### src/rtl/eep_pkg.sv
package eep_pkg;
  typedef enum logic [2:0] {
    ST_IDLE, ST_OPC, ST_ADDR, ST_DATA, ST_READ, ST_HOLD, ST_PROG
  } eep_state_t;

  typedef enum logic [1:0] {
    OPC_SPECIAL = 2'b00,
    OPC_WRITE   = 2'b01,
    OPC_READ    = 2'b10,
    OPC_ERASE   = 2'b11
  } eep_opc_t;

  localparam logic [1:0] SUB_LOCK   = 2'b00;
  localparam logic [1:0] SUB_FILL   = 2'b01;
  localparam logic [1:0] SUB_CLRALL = 2'b10;
  localparam logic [1:0] SUB_UNLOCK = 2'b11;
endpackage

### src/rtl/eep_pin_sync.sv
module eep_pin_sync #(
  parameter int STAGES = 2
) (
  input  logic clk,
  input  logic rst_n,
  input  logic cs_i,
  input  logic sk_i,
  input  logic di_i,
  output logic cs_o,
  output logic di_o,
  output logic sk_rise_o,
  output logic cs_rise_o
);
  logic [STAGES-1:0] cs_p, sk_p, di_p;
  logic sk_last, cs_last;

  always_ff @(posedge clk or negedge rst_n) begin
    if (!rst_n) begin
      cs_p    <= '0;
      sk_p    <= '0;
      di_p    <= '0;
      sk_last <= 1'b0;
      cs_last <= 1'b0;
    end else begin
      cs_p    <= {cs_p[STAGES-2:0], cs_i};
      sk_p    <= {sk_p[STAGES-2:0], sk_i};
      di_p    <= {di_p[STAGES-2:0], di_i};
      sk_last <= sk_p[STAGES-1];
      cs_last <= cs_p[STAGES-1];
    end
  end

  assign cs_o      = cs_p[STAGES-1];
  assign di_o      = di_p[STAGES-1];
  assign sk_rise_o = sk_p[STAGES-1] & ~sk_last;
  assign cs_rise_o = cs_p[STAGES-1] & ~cs_last;
endmodule

### src/rtl/eep_prog_timer.sv
module eep_prog_timer #(
  parameter int CYCLES = 40
) (
  input  logic clk,
  input  logic rst_n,
  input  logic start_i,
  output logic busy_o,
  output logic done_o
);
  localparam int CW = $clog2(CYCLES + 1);
  logic [CW-1:0] cnt_q;

  always_ff @(posedge clk or negedge rst_n) begin
    if (!rst_n)             cnt_q <= '0;
    else if (start_i)       cnt_q <= CW'(CYCLES);
    else if (cnt_q != '0)   cnt_q <= cnt_q - 1'b1;
  end

  assign busy_o = (cnt_q != '0);
  assign done_o = (cnt_q == CW'(1));

  // a started cycle is busy on the next clock and ends right after done
  p_busy_after_start_r9: assert property (@(posedge clk) disable iff (!rst_n)
    start_i |=> busy_o);
  p_done_ends_busy_r9: assert property (@(posedge clk) disable iff (!rst_n)
    (done_o && !start_i) |=> !busy_o);
endmodule

### src/rtl/eep_store.sv
module eep_store #(
  parameter int WADDR_W = 4
) (
  input  logic                 clk,
  input  logic                 we_i,
  input  logic                 all_i,
  input  logic                 org_i,
  input  logic [WADDR_W:0]     waddr_i,
  input  logic [15:0]          wdata_i,
  input  logic                 rorg_i,
  input  logic [WADDR_W:0]     raddr_i,
  output logic [15:0]          rdata_o
);
  localparam int BADDR_W = WADDR_W + 1;
  localparam int NBYTES  = 2 ** BADDR_W;

  logic [7:0] mem [NBYTES];

  always_ff @(posedge clk) begin
    if (we_i) begin
      for (int i = 0; i < NBYTES; i++) begin
        logic hit;
        hit = org_i ? (BADDR_W'(i >> 1) == {1'b0, waddr_i[WADDR_W-1:0]})
                    : (BADDR_W'(i) == waddr_i);
        if (all_i || hit)
          mem[i] <= (org_i && (i % 2 == 0)) ? wdata_i[15:8] : wdata_i[7:0];
      end
    end
  end

  always_comb begin
    if (rorg_i)
      rdata_o = {mem[{raddr_i[WADDR_W-1:0], 1'b0}], mem[{raddr_i[WADDR_W-1:0], 1'b1}]};
    else
      rdata_o = {8'h00, mem[raddr_i]};
  end
endmodule

### src/rtl/serial_eeprom_dev.sv
module serial_eeprom_dev #(
  parameter int WADDR_W     = 4,
  parameter int PROG_CYCLES = 40,
  parameter int CS_LOW_MIN  = 4,
  parameter int SYNC_STAGES = 2
) (
  input  logic clk,
  input  logic rst_n,
  input  logic cs_i,
  input  logic sk_i,
  input  logic di_i,
  input  logic org_i,
  output logic do_o,
  output logic do_oe_o
);
  import eep_pkg::*;

  localparam int BADDR_W = WADDR_W + 1;
  localparam int MAXBITS = (BADDR_W > 16) ? BADDR_W : 16;
  localparam int CNT_W   = $clog2(MAXBITS + 1);
  localparam int LOWC_W  = $clog2(CS_LOW_MIN + 1);

  logic cs_s, di_s, sk_rise, cs_rise;
  logic busy, done;

  eep_state_t          st_q;
  eep_opc_t            opc_q;
  logic [CNT_W-1:0]    cnt_q;
  logic [BADDR_W-1:0]  addr_q;
  logic [15:0]         data_q;
  logic                org_q;
  logic                en_q;
  logic [15:0]         rd_word_q;
  logic [3:0]          bit_idx_q;
  logic                rd_active_q, do_q;
  logic                stat_on_q;
  logic [LOWC_W-1:0]   low_cnt_q;

  logic [BADDR_W-1:0]  addr_mask, addr_next, addr_full, addr_inc, arr_raddr, prog_addr;
  logic [15:0]         data_next, prog_data, arr_rdata;
  logic [1:0]          sub_code;
  logic [3:0]          dw_last;
  logic [CNT_W-1:0]    aw_last;
  logic                addr_last, data_last, prog_start, prog_all, low_ok;

  eep_pin_sync #(.STAGES(SYNC_STAGES)) u_sync (
    .clk(clk), .rst_n(rst_n), .cs_i(cs_i), .sk_i(sk_i), .di_i(di_i),
    .cs_o(cs_s), .di_o(di_s), .sk_rise_o(sk_rise), .cs_rise_o(cs_rise)
  );

  eep_prog_timer #(.CYCLES(PROG_CYCLES)) u_timer (
    .clk(clk), .rst_n(rst_n), .start_i(prog_start), .busy_o(busy), .done_o(done)
  );

  eep_store #(.WADDR_W(WADDR_W)) u_store (
    .clk(clk), .we_i(prog_start), .all_i(prog_all), .org_i(org_q),
    .waddr_i(prog_addr), .wdata_i(prog_data),
    .rorg_i(org_q), .raddr_i(arr_raddr), .rdata_o(arr_rdata)
  );

  // field geometry for the organization latched at the start bit
  assign addr_mask = org_q ? {1'b0, {WADDR_W{1'b1}}} : {BADDR_W{1'b1}};
  assign aw_last   = org_q ? CNT_W'(WADDR_W - 1) : CNT_W'(BADDR_W - 1);
  assign dw_last   = org_q ? 4'd15 : 4'd7;
  assign addr_next = {addr_q[BADDR_W-2:0], di_s};
  assign addr_full = addr_next & addr_mask;
  assign addr_inc  = (addr_q + 1'b1) & addr_mask;
  assign data_next = {data_q[14:0], di_s};
  assign sub_code  = org_q ? addr_next[WADDR_W-1 -: 2] : addr_next[BADDR_W-1 -: 2];
  assign addr_last = (cnt_q == aw_last);
  assign data_last = (cnt_q == CNT_W'(dw_last));
  assign arr_raddr = (st_q == ST_ADDR) ? addr_full : addr_inc;
  assign prog_addr = (st_q == ST_ADDR) ? addr_full : addr_q;

  // programming launch, only while unlocked
  always_comb begin
    prog_start = 1'b0;
    prog_all   = 1'b0;
    prog_data  = 16'hFFFF;
    if (cs_s && sk_rise && en_q) begin
      if (st_q == ST_ADDR && addr_last) begin
        if (opc_q == OPC_ERASE) prog_start = 1'b1;
        if (opc_q == OPC_SPECIAL && sub_code == SUB_CLRALL) begin
          prog_start = 1'b1;
          prog_all   = 1'b1;
        end
      end else if (st_q == ST_DATA && data_last) begin
        prog_start = 1'b1;
        prog_all   = (opc_q == OPC_SPECIAL);
        prog_data  = data_next;
      end
    end
  end

  // command sequencer
  always_ff @(posedge clk or negedge rst_n) begin
    if (!rst_n) begin
      st_q        <= ST_IDLE;
      opc_q       <= OPC_SPECIAL;
      cnt_q       <= '0;
      addr_q      <= '0;
      data_q      <= '0;
      org_q       <= 1'b1;
      en_q        <= 1'b0;
      rd_word_q   <= '0;
      bit_idx_q   <= '0;
      rd_active_q <= 1'b0;
      do_q        <= 1'b0;
    end else if (!cs_s && st_q != ST_PROG) begin
      st_q        <= ST_IDLE;
      rd_active_q <= 1'b0;
    end else begin
      case (st_q)
        ST_IDLE: if (sk_rise && di_s && !stat_on_q) begin
          st_q   <= ST_OPC;
          cnt_q  <= '0;
          addr_q <= '0;
          data_q <= '0;
          org_q  <= org_i;
        end
        ST_OPC: if (sk_rise) begin
          opc_q <= eep_opc_t'({opc_q[0], di_s});
          if (cnt_q == CNT_W'(1)) begin
            st_q  <= ST_ADDR;
            cnt_q <= '0;
          end else cnt_q <= cnt_q + 1'b1;
        end
        ST_ADDR: if (sk_rise) begin
          addr_q <= addr_next;
          if (!addr_last) cnt_q <= cnt_q + 1'b1;
          else begin
            cnt_q  <= '0;
            addr_q <= addr_full;
            case (opc_q)
              OPC_READ: begin
                st_q        <= ST_READ;
                rd_word_q   <= arr_rdata;
                bit_idx_q   <= dw_last;
                do_q        <= 1'b0;
                rd_active_q <= 1'b1;
              end
              OPC_WRITE: st_q <= ST_DATA;
              OPC_ERASE: st_q <= prog_start ? ST_PROG : ST_HOLD;
              default: begin
                case (sub_code)
                  SUB_UNLOCK: begin en_q <= 1'b1; st_q <= ST_HOLD; end
                  SUB_LOCK:   begin en_q <= 1'b0; st_q <= ST_HOLD; end
                  SUB_FILL:   st_q <= ST_DATA;
                  default:    st_q <= prog_start ? ST_PROG : ST_HOLD;
                endcase
              end
            endcase
          end
        end
        ST_DATA: if (sk_rise) begin
          data_q <= data_next;
          if (data_last) st_q <= prog_start ? ST_PROG : ST_HOLD;
          else           cnt_q <= cnt_q + 1'b1;
        end
        ST_READ: if (sk_rise) begin
          do_q <= rd_word_q[bit_idx_q];
          if (bit_idx_q == 4'd0) begin
            addr_q    <= addr_inc;
            rd_word_q <= arr_rdata;
            bit_idx_q <= dw_last;
          end else bit_idx_q <= bit_idx_q - 1'b1;
        end
        ST_PROG: if (done) st_q <= cs_s ? ST_HOLD : ST_IDLE;
        default: ;
      endcase
    end
  end

  // ready/busy view opened by a chip-select rise during programming
  assign low_ok = (low_cnt_q >= LOWC_W'(CS_LOW_MIN));

  always_ff @(posedge clk or negedge rst_n) begin
    if (!rst_n) begin
      low_cnt_q <= '0;
      stat_on_q <= 1'b0;
    end else begin
      if (cs_s)         low_cnt_q <= '0;
      else if (!low_ok) low_cnt_q <= low_cnt_q + 1'b1;
      if (!cs_s)                          stat_on_q <= 1'b0;
      else if (cs_rise && busy && low_ok) stat_on_q <= 1'b1;
    end
  end

  assign do_oe_o = rd_active_q | stat_on_q;
  assign do_o    = stat_on_q ? ~busy : (rd_active_q & do_q);

  // a read opens with a 0 and its bits move only after a shift-clock rise
  p_dummy_zero_r4: assert property (@(posedge clk) disable iff (!rst_n)
    $rose(rd_active_q) |-> !do_o);
  p_out_on_sk_rise_r4: assert property (@(posedge clk) disable iff (!rst_n)
    (rd_active_q && $past(rd_active_q) && !$past(sk_rise)) |-> $stable(do_o));
  // nothing is programmed while locked
  p_prog_needs_unlock_r6: assert property (@(posedge clk) disable iff (!rst_n)
    prog_start |-> en_q);
  // no new cycle launches while one runs
  p_no_start_busy_r9: assert property (@(posedge clk) disable iff (!rst_n)
    prog_start |-> !busy);
  // status opens only on a rise seen during a busy cycle
  p_status_when_busy_r10: assert property (@(posedge clk) disable iff (!rst_n)
    $rose(stat_on_q) |-> $past(busy));
  // read data and status never share the pin; chip select low ends a read
  p_oe_exclusive_r11: assert property (@(posedge clk) disable iff (!rst_n)
    !(rd_active_q && stat_on_q));
  p_cs_low_ends_read_r11: assert property (@(posedge clk) disable iff (!rst_n)
    (!cs_s && st_q != ST_PROG) |=> !rd_active_q);
endmodule

### config.mk
export PLATFORM = sky130hd
export DESIGN_NAME = serial_eeprom_dev
export DESIGN_NICKNAME = d
export VERILOG_FILES = /design/src/rtl/eep_pkg.sv /design/src/rtl/eep_pin_sync.sv /design/src/rtl/eep_prog_timer.sv /design/src/rtl/eep_store.sv /design/src/rtl/serial_eeprom_dev.sv
export SDC_FILE = /design/constraint.sdc
export NUM_CORES = 1
export LEC_CHECK = 0
export ABC_AREA = 1
export BUFFER_PORTS_ARGS = -buffer_cell sky130_fd_sc_hd__buf_2
export CAP_MARGIN = 20
export CORE_MARGIN = 5
export CORE_UTILIZATION = 71
export CTS_BUF_LIST = sky130_fd_sc_hd__clkbuf_8
export CTS_CLUSTER_DIAMETER = 120
export CTS_CLUSTER_SIZE = 12
export DETAILED_ROUTE_END_ITERATION = 6
export GPL_TIMING_DRIVEN = 0
export PLACE_DENSITY = 0.88
export SYNTH_ARGS = -nofsm -noshare
export SYNTH_HDL_FRONTEND = slang
export SYNTH_HIERARCHICAL = 1
export SYNTH_SLANG_ARGS = --single-unit
### constraint.sdc
create_clock -name clk -period 7.6 [get_ports clk]
set_clock_uncertainty 0.2 [all_clocks]
set_input_delay 0 -clock clk [delete_from_list [all_inputs] [get_ports clk]]
set_output_delay 0 -clock clk [all_outputs]
set_load 0.005 [all_outputs]
==> impl_metrics.py <==
metrics = {
    "final_layout": {
        "nets": 2028,
        "stdcell_count": 2353,
        "final_area_sq_mm": 0.0181,
        "layout-drive-gt1-share": 0.0733,
        "syn_to_final_growth_pct": 6.73,
        "num-fill-cells": 1637,
        "diodes": 0,
        "fin_util": 0.769,
    },
    "timing": {
        "final_hold_viol_count": 0,
        "tns_ps": 0,
        "period_share": 0.557,
        "fmax_mhz": 236,
        "setup_viol": 0,
        "rsz0062_at_grt": "false",
        "slew_viol_final": 0,
        "fin_crit_ps": 4230,
        "worst_pin_slew_ps": 1180,
        "slew_headroom": 0.217,
    },
    "power": {
        "p_int_mw": 2.50,
        "cellPowerDensity_mw_per_mm2": 194,
        "p_sw_mw": 1.00,
        "sequentialPowerShare": 0.582,
        "combPwrFrac": 0.135,
        "p_sw_frac": 0.286,
        "peakVddDrop_mv": 0.249,
        "clockPowerShare": 0.283,
        "leakagePower_nw": 7.61,
    },
    "critical_path": {
        "critPathCaptureType": "register",
        "slowest_delay_ps": 890,
        "worstSetupPathType": "register to register",
        "cp.depth": 14,
        "crit_required_ps": 7940,
        "path_delay_family": "buffers and inverters",
        "crit_slowest_cell": "clkbuf_1",
        "critPathMaxFanout": 10,
        "ff2ff_path_depth": 14,
        "cp_num_buf_inv": 4,
        "crit_arrival_ps": 4580,
        "cp-start-kind": "register",
        "worstPathCellList": "inv_2, nand2_2, nor2_2, clkbuf_1, o21ai_0, buf_2, clkbuf_1, nand3_1, nand3_1, nand3_1, nand2_1, a31oi_1, nand3_1, nand2_1",
        "critical_path.most_common_cell": "nand3_1",
    },
    "grt": {
        "top_usage_layer": "met2",
        "use_met2": 0.647,
        "grt_pass1_wl_um": 90400,
        "overflow": 0,
        "use_met3": 0.215,
        "grt_pass1_vias": 14900,
        "track_usage": 0.459,
        "grt_util_met1": 0.593,
        "antenna_found_initial": 0,
        "grt_max_degree": 52,
    },
    "run": {
        "cap_violations": 0,
    },
    "clocking": {
        "cts-buffers-inserted": 31,
        "post_cts_buffers": 0,
        "root_buffer": "clkbuf_8",
        "worstSkewPairLatency_ps": 660,
        "clkSinkCount": 328,
        "clk_pin_slew_ps": 90,
        "ctsLongestPathBuffers": 3,
        "tritoncts": "yes",
        "cts_max_level": 1,
    },
    "synthesis": {
        "yosys_warnings": 6,
        "synth.area.top_cells": "edfxtp_1 (45%), nand3_1 (15%), nand2_1 (12%)",
        "post-synth-top-count-cell": "nand2_1",
        "yosysSeqAreaShare": 0.561,
        "ys_ff_latch": 328,
        "synth.distinct_cells": 41,
        "synth_top_cell_area_share": 0.455,
        "synth_top_area_cell": "edfxtp_1",
        "synth-async-reset-ratio": 0.220,
        "netlist_instances": 1954,
        "synth_area_sq_mm": 0.0169,
        "synth_fp_nets": 1973,
        "synth_edf_count": 256,
        "synth.avg_cell_area_sq_um": 8.66,
        "yosys-top-cells-count": "nand2_1 (556), nand3_1 (514), edfxtp_1 (256)",
        "synth_ff_type": "edfxtp_1",
    },
    "floorplan": {
        "die_h_um": 164,
        "die_w_um": 164,
        "core_region_area_sq_mm": 0.0235,
        "die_area_sq_mm": 0.0270,
        "rows": 56,
        "initial_core_util": 0.721,
        "io_pins": 8,
    },
    "routing": {
        "vias_per_cell": 6.86,
        "drc": 100,
        "wl_per_cell_um": 26.3,
        "drtAntennaViolNets": 0,
        "wirelength_um": 61900,
        "vias": 16100,
        "drt_iter0_markers": 3703,
        "firstDrtPassIters": 7,
    },
    "status": {
        "status": "finished, violations left",
        "violations": "design-rule violations",
    },
    "place": {
        "hpwlAfterDp_um": 44300,
        "gp_congestion": 1.13,
        "dp.cells": 2284,
        "port_buffers": 7,
        "dpl_cell_area_sq_mm": 0.0174,
    },
    "hold_path": {
        "min_path_type": "register to register",
        "holdPathStages": 0,
    },
}
==> sequential cells by signal (all words and copies together), names as in the netlist, 2 cells and up <==
name / flops
addr_q: 5
bit_idx_q: 4
cnt_q: 5
data_q: 15
low_cnt_q: 3
opc_q: 2
rd_word_q: 16
st_q: 3
u_store/mem: 256
u_sync/cs_p: 2
u_sync/di_p: 2
u_sync/sk_p: 2
u_timer/cnt_q: 6
==> metrics by stage <==
stage	hold slack [ps]	total power, mW	setup slack [ps]
floorplan	-496	2.33	4630
global placement	-90.7	2.49	3610
detailed placement	-292	2.51	3700
CTS	168	3.45	3720
global route	182	3.60	3360
finish	165	3.50	3370
==> area by class of cell <==
cell class / count / area, sq um / share of cell area
Sequential cell: 328 / 9490 / 0.526
Tap cell: 319 / 399 / 0.0221
Multi-Input combinational cell: 1369 / 6320 / 0.350
Clock inverter: 27 / 114 / 0.00631
Clock buffer: 31 / 427 / 0.0236
Timing Repair Buffer: 22 / 199 / 0.0110
Buffer: 118 / 574 / 0.0318
Inverter: 139 / 524 / 0.0290
==> power by group through the flow <==
stage,combinational (mW),clock [mW],sequential (mW)
2_1_floorplan,0.263,0,2.07
3_3_place_gp,0.412,0,2.07
3_5_place_dp,0.431,0,2.08
4_1_cts,0.437,0.979,2.04
5_1_grt,0.488,1.07,2.04
6_report,0.471,0.991,2.04
==> logic make-up after synthesis <==
group,share of synthesized area
simple gates,0.309
xor+xnor,0.00311
fa+ha+maj,0.00962
buf+inv,0.0650
flops,0.561
compound gates,0.0521
==> metal layers <==
| metal | vias up | share of wire |
|---|---|---|
| li1 | 6764 | - |
| met1 | 7267 | 0.33 |
| met2 | 1703 | 0.40 |
| met3 | 407 | 0.19 |
| met4 | 0 | 0.083 |
| met5 | - | 0 |
==> worst paths after layout <==
check / start / end / slack, ps
worst max-delay path: st_q[0] / rd_word_q[11] / 3370
worst min-delay path: u_sync/cs_p[0] / u_sync/cs_p[1] / 160
worst max register to register: st_q[0] / rd_word_q[11] / 3370
worst min register to register: u_sync/cs_p[0] / u_sync/cs_p[1] / 160
max in group asynchronous: rst_n / org_q / 6270
min in group asynchronous: rst_n / bit_idx_q[3] / 190
==> what timing repair did <==
item                                   4_1_cts  5_1_grt
gates resized for setup                      0        0
endpoints found under the hold margin       76        0
hold buffers                                10        0
==> worst register-to-register path, stage by stage, from the launching register on <==
cell and delay (ps):
dfrtp_1 410, inv_2 70, nand2_2 110, nor2_2 90
clkbuf_1 200, o21ai_0 720, buf_2 340, clkbuf_1 900
nand3_1 200, nand3_1 150, nand3_1 320, nand2_1 160
a31oi_1 90, nand3_1 150, nand2_1 50
==> cells in the final DEF (no fill, tap or decap), drive strengths merged, types with 3 or more instances in the layout <==
master and count:
o21a 3, edfxtp 256, o22ai 4, nor2 89
ha 13, nand3 517, nand4 7, a31oi 10
a21oi 38, clkbuf 63, o21ai 104, dlygate4sd3 10
inv 166, dfrtp 71, buf 98, nand2 560
nor3 8, xor2 4
No activity file was read; power rests on OpenSTA's default activity.
